--- src/rtl/gxm_pkg.sv ---
package gxm_pkg;

    // Per-gene operation selects, one bit each
    typedef struct packed {
        logic parent;   // 0 mother, 1 father
        logic gauss;    // 0 uniform, 1 bell-shaped
        logic scale;    // apply value/1024 factor
        logic konst;    // new value from constant
        logic replace;  // 0 add, 1 replace
        logic mutate;   // 0 pass parent value
    } sel_t;

endpackage

--- src/rtl/gxm_lfsr.sv ---
module gxm_lfsr #(
    parameter int             W     = 32,
    parameter logic [W-1:0]   TAPS  = 32'h8020_0003,
    parameter logic [W-1:0]   SEED  = 32'h1ACE_B00C,
    parameter int             STEP  = 11
) (
    input  logic         clk,
    input  logic         rst_n,
    input  logic         en,
    output logic [W-1:0] state_o
);

    logic [W-1:0] state_d, state_q;

    function automatic logic [W-1:0] advance(input logic [W-1:0] s);
        logic [W-1:0] t;
        t = s;
        for (int i = 0; i < STEP; i++) begin
            t = {t[W-2:0], ^(t & TAPS)};
        end
        return t;
    endfunction

    always_comb begin
        state_d = state_q;
        if (en) begin
            state_d = advance(state_q);
        end
    end

    always_ff @(posedge clk or negedge rst_n) begin
        if (!rst_n) begin
            state_q <= SEED;
        end else begin
            state_q <= state_d;
        end
    end

    assign state_o = state_q;

endmodule

--- src/rtl/gxm_rand_src.sv ---
module gxm_rand_src #(
    parameter int  GENE_W   = 11,
    parameter int  UNI_W    = 32,
    parameter int  GAUSS_N  = 4,
    parameter logic [UNI_W-1:0]          UNI_TAPS  = 32'h8020_0003,
    parameter logic [UNI_W-1:0]          UNI_SEED  = 32'h1ACE_B00C,
    parameter logic [GAUSS_N*GENE_W-1:0] GS_TAPS   = 44'hC00_0003_0000,
    parameter logic [GAUSS_N*GENE_W-1:0] GS_SEED   = 44'h7E5_7C0D_E123
) (
    input  logic              clk,
    input  logic              rst_n,
    input  logic              en,
    output logic [GENE_W-1:0] uni_o,
    output logic [GENE_W-1:0] gauss_o
);

    localparam int GS_W  = GAUSS_N * GENE_W;
    localparam int LOG_N = $clog2(GAUSS_N);
    localparam int SUM_W = GENE_W + LOG_N;

    logic [UNI_W-1:0] uni_state;
    logic [GS_W-1:0]  gs_state;

    gxm_lfsr #(.W(UNI_W), .TAPS(UNI_TAPS), .SEED(UNI_SEED), .STEP(GENE_W)) u_uni (
        .clk(clk), .rst_n(rst_n), .en(en), .state_o(uni_state)
    );

    gxm_lfsr #(.W(GS_W), .TAPS(GS_TAPS), .SEED(GS_SEED), .STEP(GS_W)) u_gs (
        .clk(clk), .rst_n(rst_n), .en(en), .state_o(gs_state)
    );

    // Running sum of GAUSS_N disjoint uniform slices
    logic [SUM_W-1:0] part [GAUSS_N+1];
    assign part[0] = '0;

    for (genvar i = 0; i < GAUSS_N; i++) begin : g_sum
        assign part[i+1] = part[i] + SUM_W'(gs_state[i*GENE_W +: GENE_W]);
    end

    // Mean of the slices recentres the sum onto the gene range
    assign gauss_o = part[GAUSS_N][SUM_W-1 -: GENE_W];
    assign uni_o   = uni_state[UNI_W-1 -: GENE_W];

endmodule

--- src/rtl/gxm_value_gen.sv ---
module gxm_value_gen #(
    parameter int GENE_W   = 11,
    parameter int SCALE_SH = 10
) (
    input  logic [GENE_W-1:0] rnd,
    input  logic              scale,
    input  logic              konst,
    input  logic [GENE_W-1:0] rand_max,
    input  logic [GENE_W-1:0] const_val,
    input  logic [GENE_W-1:0] fraction,
    output logic [GENE_W-1:0] nval
);

    localparam int PROD_W = 2 * GENE_W;

    logic [GENE_W-1:0] base, factor;
    logic [PROD_W-1:0] prod, shifted;

    always_comb begin
        base    = konst ? const_val : rnd;
        factor  = konst ? fraction  : rand_max;
        prod    = PROD_W'(base) * PROD_W'(factor);
        shifted = prod >> SCALE_SH;
        if (!scale) begin
            nval = base;
        end else if (|shifted[PROD_W-1:GENE_W]) begin
            nval = '1;
        end else begin
            nval = shifted[GENE_W-1:0];
        end
    end

endmodule

--- src/rtl/gxm_combine.sv ---
module gxm_combine #(
    parameter int GENE_W = 11
) (
    input  logic [GENE_W-1:0] orig,
    input  logic [GENE_W-1:0] nval,
    input  logic              replace,
    input  logic              mutate,
    output logic [GENE_W-1:0] val
);

    logic [GENE_W:0]   sum;
    logic [GENE_W-1:0] sat, mval;

    always_comb begin
        sum  = {1'b0, orig} + {1'b0, nval};
        sat  = sum[GENE_W] ? '1 : sum[GENE_W-1:0];
        mval = replace ? nval : sat;
        val  = mutate ? mval : orig;
    end

endmodule

--- src/rtl/gene_xm_lane.sv ---
module gene_xm_lane
    import gxm_pkg::*;
#(
    parameter int GENE_W   = 11,
    parameter int CTRL_W   = 2,
    parameter int SLOT_W   = 16,
    parameter int SCALE_SH = 10,
    parameter int UNI_W    = 32,
    parameter int GAUSS_N  = 4
) (
    input  logic              clk,
    input  logic              rst_n,
    input  logic              in_valid,
    input  logic [SLOT_W-1:0] mother,
    input  logic [SLOT_W-1:0] father,
    input  logic              sel_parent,
    input  logic              sel_gauss,
    input  logic              sel_scale,
    input  logic              sel_const,
    input  logic              sel_replace,
    input  logic              sel_mutate,
    input  logic [GENE_W-1:0] rand_max,
    input  logic [GENE_W-1:0] const_val,
    input  logic [GENE_W-1:0] fraction,
    input  logic              out_ready,
    output logic              out_valid,
    output logic [SLOT_W-1:0] child
);

    localparam int PAD_W = SLOT_W - GENE_W - CTRL_W;

    typedef struct packed {
        logic              vld;
        logic [CTRL_W-1:0] ctrl;
        logic [GENE_W-1:0] orig;
        logic [GENE_W-1:0] rnd;
        logic              scale;
        logic              konst;
        logic              replace;
        logic              mutate;
    } s1_t;

    typedef struct packed {
        logic              vld;
        logic [CTRL_W-1:0] ctrl;
        logic [GENE_W-1:0] orig;
        logic [GENE_W-1:0] nval;
        logic              replace;
        logic              mutate;
    } s2_t;

    typedef struct packed {
        logic              vld;
        logic [SLOT_W-1:0] slot;
    } s3_t;

    typedef struct packed {
        s1_t s1;
        s2_t s2;
        s3_t s3;
    } pipe_t;

    pipe_t pipe_d, pipe_q;

    sel_t              sel_in;
    logic [SLOT_W-1:0] picked;
    logic [GENE_W-1:0] uni_val, gauss_val, new_val, comb_val;

    assign sel_in = '{parent:  sel_parent,  gauss:   sel_gauss,
                      scale:   sel_scale,   konst:   sel_const,
                      replace: sel_replace, mutate:  sel_mutate};

    gxm_rand_src #(.GENE_W(GENE_W), .UNI_W(UNI_W), .GAUSS_N(GAUSS_N)) u_rng (
        .clk(clk), .rst_n(rst_n), .en(out_ready),
        .uni_o(uni_val), .gauss_o(gauss_val)
    );

    gxm_value_gen #(.GENE_W(GENE_W), .SCALE_SH(SCALE_SH)) u_gen (
        .rnd(pipe_q.s1.rnd), .scale(pipe_q.s1.scale), .konst(pipe_q.s1.konst),
        .rand_max(rand_max), .const_val(const_val), .fraction(fraction),
        .nval(new_val)
    );

    gxm_combine #(.GENE_W(GENE_W)) u_comb (
        .orig(pipe_q.s2.orig), .nval(pipe_q.s2.nval),
        .replace(pipe_q.s2.replace), .mutate(pipe_q.s2.mutate),
        .val(comb_val)
    );

    assign picked = sel_in.parent ? father : mother;

    always_comb begin
        pipe_d = pipe_q;
        if (out_ready) begin
            // stage 1: crossover pick and random source
            pipe_d.s1.vld     = in_valid;
            pipe_d.s1.ctrl    = picked[GENE_W +: CTRL_W];
            pipe_d.s1.orig    = picked[GENE_W-1:0];
            pipe_d.s1.rnd     = sel_in.gauss ? gauss_val : uni_val;
            pipe_d.s1.scale   = sel_in.scale;
            pipe_d.s1.konst   = sel_in.konst;
            pipe_d.s1.replace = sel_in.replace;
            pipe_d.s1.mutate  = sel_in.mutate;
            // stage 2: new value
            pipe_d.s2.vld     = pipe_q.s1.vld;
            pipe_d.s2.ctrl    = pipe_q.s1.ctrl;
            pipe_d.s2.orig    = pipe_q.s1.orig;
            pipe_d.s2.nval    = new_val;
            pipe_d.s2.replace = pipe_q.s1.replace;
            pipe_d.s2.mutate  = pipe_q.s1.mutate;
            // stage 3: combine and repack
            pipe_d.s3.vld     = pipe_q.s2.vld;
            pipe_d.s3.slot    = {{PAD_W{1'b0}}, pipe_q.s2.ctrl, comb_val};
        end
    end

    always_ff @(posedge clk or negedge rst_n) begin
        if (!rst_n) begin
            pipe_q <= '0;
        end else begin
            pipe_q <= pipe_d;
        end
    end

    assign out_valid = pipe_q.s3.vld;
    assign child     = pipe_q.s3.slot;

endmodule

--- config.mk ---
export PLATFORM = sky130hd
export DESIGN_NAME = gene_xm_lane
export DESIGN_NICKNAME = d
export VERILOG_FILES = /design/src/rtl/gxm_pkg.sv /design/src/rtl/gxm_lfsr.sv /design/src/rtl/gxm_rand_src.sv /design/src/rtl/gxm_value_gen.sv /design/src/rtl/gxm_combine.sv /design/src/rtl/gene_xm_lane.sv
export SDC_FILE = /design/constraint.sdc
export NUM_CORES = 1
export LEC_CHECK = 0
export BUFFER_PORTS_ARGS = -buffer_cell sky130_fd_sc_hd__buf_2
export CAP_MARGIN = 25
export CORE_MARGIN = 2
export CORE_UTILIZATION = 40
export CTS_CLUSTER_SIZE = 30
export DETAILED_ROUTE_END_ITERATION = 8
export PLACE_DENSITY_LB_ADDON = 0.1
export SYNTH_ARGS = -nofsm -noshare
export SYNTH_HDL_FRONTEND = slang
export SYNTH_SLANG_ARGS = --single-unit
--- constraint.sdc ---
create_clock -name clk -period 8.45 [get_ports clk]
set_clock_uncertainty 0.05 [all_clocks]
set_input_delay 0.845 -clock clk [delete_from_list [all_inputs] [get_ports clk]]
set_output_delay 0.845 -clock clk [all_outputs]
set_load 0.03 [all_outputs]
=== Yosys cells after proc, flatten, opt, wreduce, memory -nomap -nowiden ===
Index checks and enable logic that the tools add are counted.

* Logic and storage cells: 87
* Input bits: 75
* Register bits: 146
* Output and inout bits: 17

* Muxes and demuxes: 9
* Multiply operators: 1
* Reduce and logical (&&, ||, !) cells: 55
* Add/subtract/negate cells: 4

{| class="wikitable"
|+ Operators with widths
! cell !! number
|-
| XOR reduction 44 bit || 44
|-
| XOR reduction 32 bit || 11
|-
| two-way mux 11 bit || 8
|-
| adder 13 x 11 -> 13 bit || 2
|-
| adder 11 x 11 -> 12 bit || 2
|-
| multiplier 11 x 11 -> 22 bit || 1
|-
| two-way mux 13 bit || 1
|}

=== Logic depth before layout (Yosys ltp) ===
* Depth in word-level cells: 11
* Mapped depth: 25
* Gate-level depth less buffers: 23

=== Hierarchy ===
A second synthesis with hierarchy kept.

* Cells, all modules: 1328
* Area, all modules: 13651.8 sq um

{| class="wikitable"
|+ Modules (own cells, without submodules)
! module !! sequential area each (sq um) !! cells an instance !! instances !! area an instance (sq um)
|-
| gxm_value_gen || 0.0 || 526 || 1 || 4367.9
|-
| gene_xm_lane || 1751.7 || 218 || 1 || 2974.1
|-
| gxm_lfsr (u_rng.u_gs) || 1129.8 || 237 || 1 || 2820.2
|-
| gxm_lfsr (u_rng.u_uni) || 817.0 || 106 || 1 || 1590.3
|-
| gxm_rand_src || 0.0 || 140 || 1 || 1173.6
|-
| gxm_combine || 0.0 || 101 || 1 || 725.7
|}

=== Worst setup path after synthesis ===
No wires, ideal clock.

* Path type: register to register
* From: register pipe_q[46] in the netlist's numbering
* To: register pipe_q[29] in the netlist's numbering
* Cell stages (with the launch flop): 22
* Slack: 1.927 ns
* Required time: 8.276 ns
* Library setup time: 0.124 ns
* Arrival time: 6.349 ns
* Period minus slack after synthesis: 6.523 ns
* Buffers on the path: 4
* Path through: dfrtp_1 clkbuf_1 clkbuf_1 clkbuf_1 mux2i_1 nor2_1 fa_1 fa_1 inv_1 fa_1 fa_1 fa_1 inv_1 ha_1 a21o_1 nand2_1 o31ai_1 a31o_2 a211oi_1 mux2_2 buf_2 o31a_1

* Cells in the longest elaborated chain, start to end: 4
* Elaborated cells on any way between the ends: 5
* Those cells by class: mul: 1; mux: 4

{| class="wikitable"
|+ Ends and longest elaborated chain
! element !! RTL line !! text
|-
| from (decl) || gene_xm_lane.sv:63 || <nowiki>pipe_t pipe_d, pipe_q;</nowiki>
|-
| from (signal assigned) || gene_xm_lane.sv:121 || <nowiki>pipe_q <= pipe_d;</nowiki>
|-
| two-way mux 11 bit (on tied branches) || gxm_value_gen.sv:20, gxm_value_gen.sv:21 ||
|-
| multiplier 11 x 11 -> 22 bit || gxm_value_gen.sv:22 || <nowiki>prod = PROD_W'(base) * PROD_W'(factor);</nowiki>
|-
| two-way mux 11 bit || gxm_value_gen.sv:26 || <nowiki>end else if (|shifted[PROD_W-1:GENE_W]) begin</nowiki>
|-
| two-way mux 11 bit * || gxm_value_gen.sv:24 || <nowiki>if (!scale) begin</nowiki>
|}

Mark *: on every way between the ends. The rest lies on a longest branch, timed or not.
A chain may end at the register's enable or synchronous reset.

=== Worst setup path after layout ===
* From: register pipe_q[46] in the netlist's numbering
* To: register pipe_q[27] in the netlist's numbering

Same word-level chain as after synthesis.

==> flow_summary.json <==
{
  "path_class": "register to register",
  "relSlewSlack_pct": 35.8,
  "fin_crit_sh_pct": 85.8,
  "syn_area_um2": 12700,
  "syn2layout_area_growth_pct": 10.6,
  "post-place-ws_ns": 1.18,
  "status": "completed",
  "synth_top_flop_cell": "dfrtp_1",
  "dr.pass1.iters": 5,
  "initial_core_util_pct": 40.4,
  "layout.nets": 1628,
  "maxSlewViolCount": 0,
  "cp_common_cell": "fa_1",
  "grt_max_degree": 132,
  "place_area_um2": 13400,
  "start_kind": "register",
  "routed_wl_mm": 29.4,
  "finalSetupTns_ns": 0,
  "tightest_slew_ns": 0.936,
  "num_vias": 8826,
  "max_stage_delay_ns": 0.93,
  "yosysTopAreaCellShare_pct": 21.7,
  "netlist_top_cells_count": "167 x inv_1, 139 x xnor2_1, 123 x nor2_1, 110 x dfrtp_1, 105 x nand2_1",
  "cts_inserted_buffers": 17,
  "fmax_mhz": 138,
  "routedWlPerCell_um": 16.5,
  "grtUsageTotal_pct": 18.6,
  "drc_errors": 0,
  "rows": 65,
  "via_per_inst": 4.94,
  "grt_pass1_wl_mm": 48.3,
  "antenna_cells": 0,
  "grt_setup_unrepaired": "no",
  "gr-total-overflow": 0,
  "synth-warning-count": 0,
  "yosys-top-cells-area": "dfrtp_1 22%, fa_1 15%, xnor2_1 9.6%",
  "antenna_found_initial": 0,
  "cp_slowest_cell": "dfrtp_2",
  "first_global_vias": 9115,
  "setup_viol": 0,
  "hpwlAfterDp_mm": 22.6,
  "final-hold-violation-count": 0,
  "cts_tree": "yes",
  "fp.coreArea_um2": 31400,
  "clockRootBuffer": "clkbuf_16",
  "finalWorstSetupSlack_ns": 1.20,
  "htreeDepth": 4,
  "cp_data_arrival_time_ns": 7.47,
  "clkTransAtPathRegs_ns": 0.06,
  "post-cts-setup-buffers": 0,
  "synth.avg_cell_area_um2": 9.66,
  "ctsResizeCount": 0,
  "gp_congestion": 0.809,
  "ant_nets": 0,
  "portBuffers": 82,
  "path_cells": "mux2i_1 -> nor2_1 -> fa_1 -> ha_1 -> fa_1 -> fa_1 -> inv_1 -> fa_1 -> inv_1 -> ha_1 -> or3_1 -> a221o_1 -> a31oi_1 -> o31ai_1 -> a31o_2 -> a211oi_1 -> mux2_2 -> o221ai_1 -> o21ai_0",
  "stdcell_area_um2": 14000,
  "cp_max_fo": 35,
  "die_w_um": 182,
  "synth-seq-cells": 146,
  "clkSinkCount": 146,
  "endpoint_kind": "register",
  "io_pins": 92,
  "fin_crit_ns": 7.25,
  "async_flop_share_pct": 100,
  "hold_class": "input pin to asynchronous set/reset pin",
  "synthCells": 1314,
  "dieArea_um2": 33200,
  "fp.dieH_um": 182,
  "drtIter0Drc": 366,
  "synth_edf_count": 0,
  "holdBufCountCts": 0,
  "yosysUniqueCellTypes": 51,
  "synth-seq-area-share_pct": 29.1,
  "drive_gt1_share_pct": 16.6,
  "cp.required_ns": 8.67,
  "cap_violations": 0,
  "cts.path.max_buffers": 2,
  "synth_area_leader_cell": "dfrtp_1",
  "clk-insertion-delay-late_ns": 0.42,
  "synth.most_common_cell": "inv_1"
}
[kinds of logic after synthesis]
logic type               synth area share (%)
flip-flops                               29.1
XOR/XNOR                                 13.8
buffers and inverters                    7.19
AO/OA/AOI/OAI                            8.86
adder cells (fa/ha/maj)                  23.4
multiplexers                             8.52
AND/OR/NAND/NOR                          9.13
other                                  0.0295
[state kept, by name (all words and copies together) (netlist names)]
signal / flops
child: 13
out_valid: 1
u_rng.u_uni.state_o: 32
u_rng.u_gs.state_o: 44
pipe_q: 56
[critical path, delay by kind of cell (launching register included)]
kind / cells / cell delay (ns)
AOI/OAI and AO/OA: 7 / 1.90
adders and majority gates: 6 / 2.33
buffers and inverters: 2 / 0.09
DFF: 1 / 0.93
muxes: 2 / 1.23
and+or+nand+nor: 2 / 0.53
[metrics by stage]
step | instances | hold WS [ns] | util, %
floorplan | 1316 | 0.399 | -
detailed placement | 1752 | 0.416 | 42.8
global route | 1786 | 0.428 | 44.7
global placement | 1752 | 0.422 | 42.8
CTS | 1784 | 0.406 | 44.6
finish | 1786 | 0.382 | 44.7
[placed cells by master (no fill, tap or decap), types with 52 or more instances in the layout]
cell type | netlist | final
xnor2_1 | 139 | 139
nand2_1 | 105 | 105
a21oi_1 | 63 | 63
xor2_1 | 56 | 56
dfrtp_1 | 110 | 109
fa_1 | 92 | 92
o21ai_0 | 52 | 52
nor2_1 | 123 | 123
ha_1 | 90 | 90
buf_2 | 1 | 80
inv_1 | 167 | 167
mux2_2 | 57 | 57
[path summary, 6_finish.rpt]
kind | startpoint | to | slack [ns] | depth (start not counted)
worst max-delay path | pipe_q[46] | pipe_q[27] | 1.20 | 19
worst min-delay path | rst_n | u_rng.u_gs.state_o[20] | 0.38 | 1
worst max register to register | pipe_q[46] | pipe_q[27] | 1.20 | 19
worst min register to register | pipe_q[64] | pipe_q[35] | 0.43 | 2
max in group asynchronous | rst_n | u_rng.u_gs.state_o[41] | 6.94 | 3
min in group clk | pipe_q[64] | pipe_q[35] | 0.43 | 2
[per-layer routing]
metal / part of all wire, % / track usage [%] / wire length, um
met1: 48 / 25.3 / 14200
met2: 48 / 31.1 / 14100
met3: 2.3 / 2.71 / 668
met4: 1.5 / 4.71 / 427
met5: 0 / 0 / 0
[final cells by class]
class                   instances  area [um2]
inverters                     167         627
clock buffers                  19         433
flip-flops and latches        146        3700
fillers                      3085       17400
repair buffers                 96         548
well taps                     402         503
multi-input cells             943        8090
clock inverters                13         135
Power is left out: the tool's default activity adds up to more than one toggle a clock period on the data nets, which glitch-free logic cannot reach.
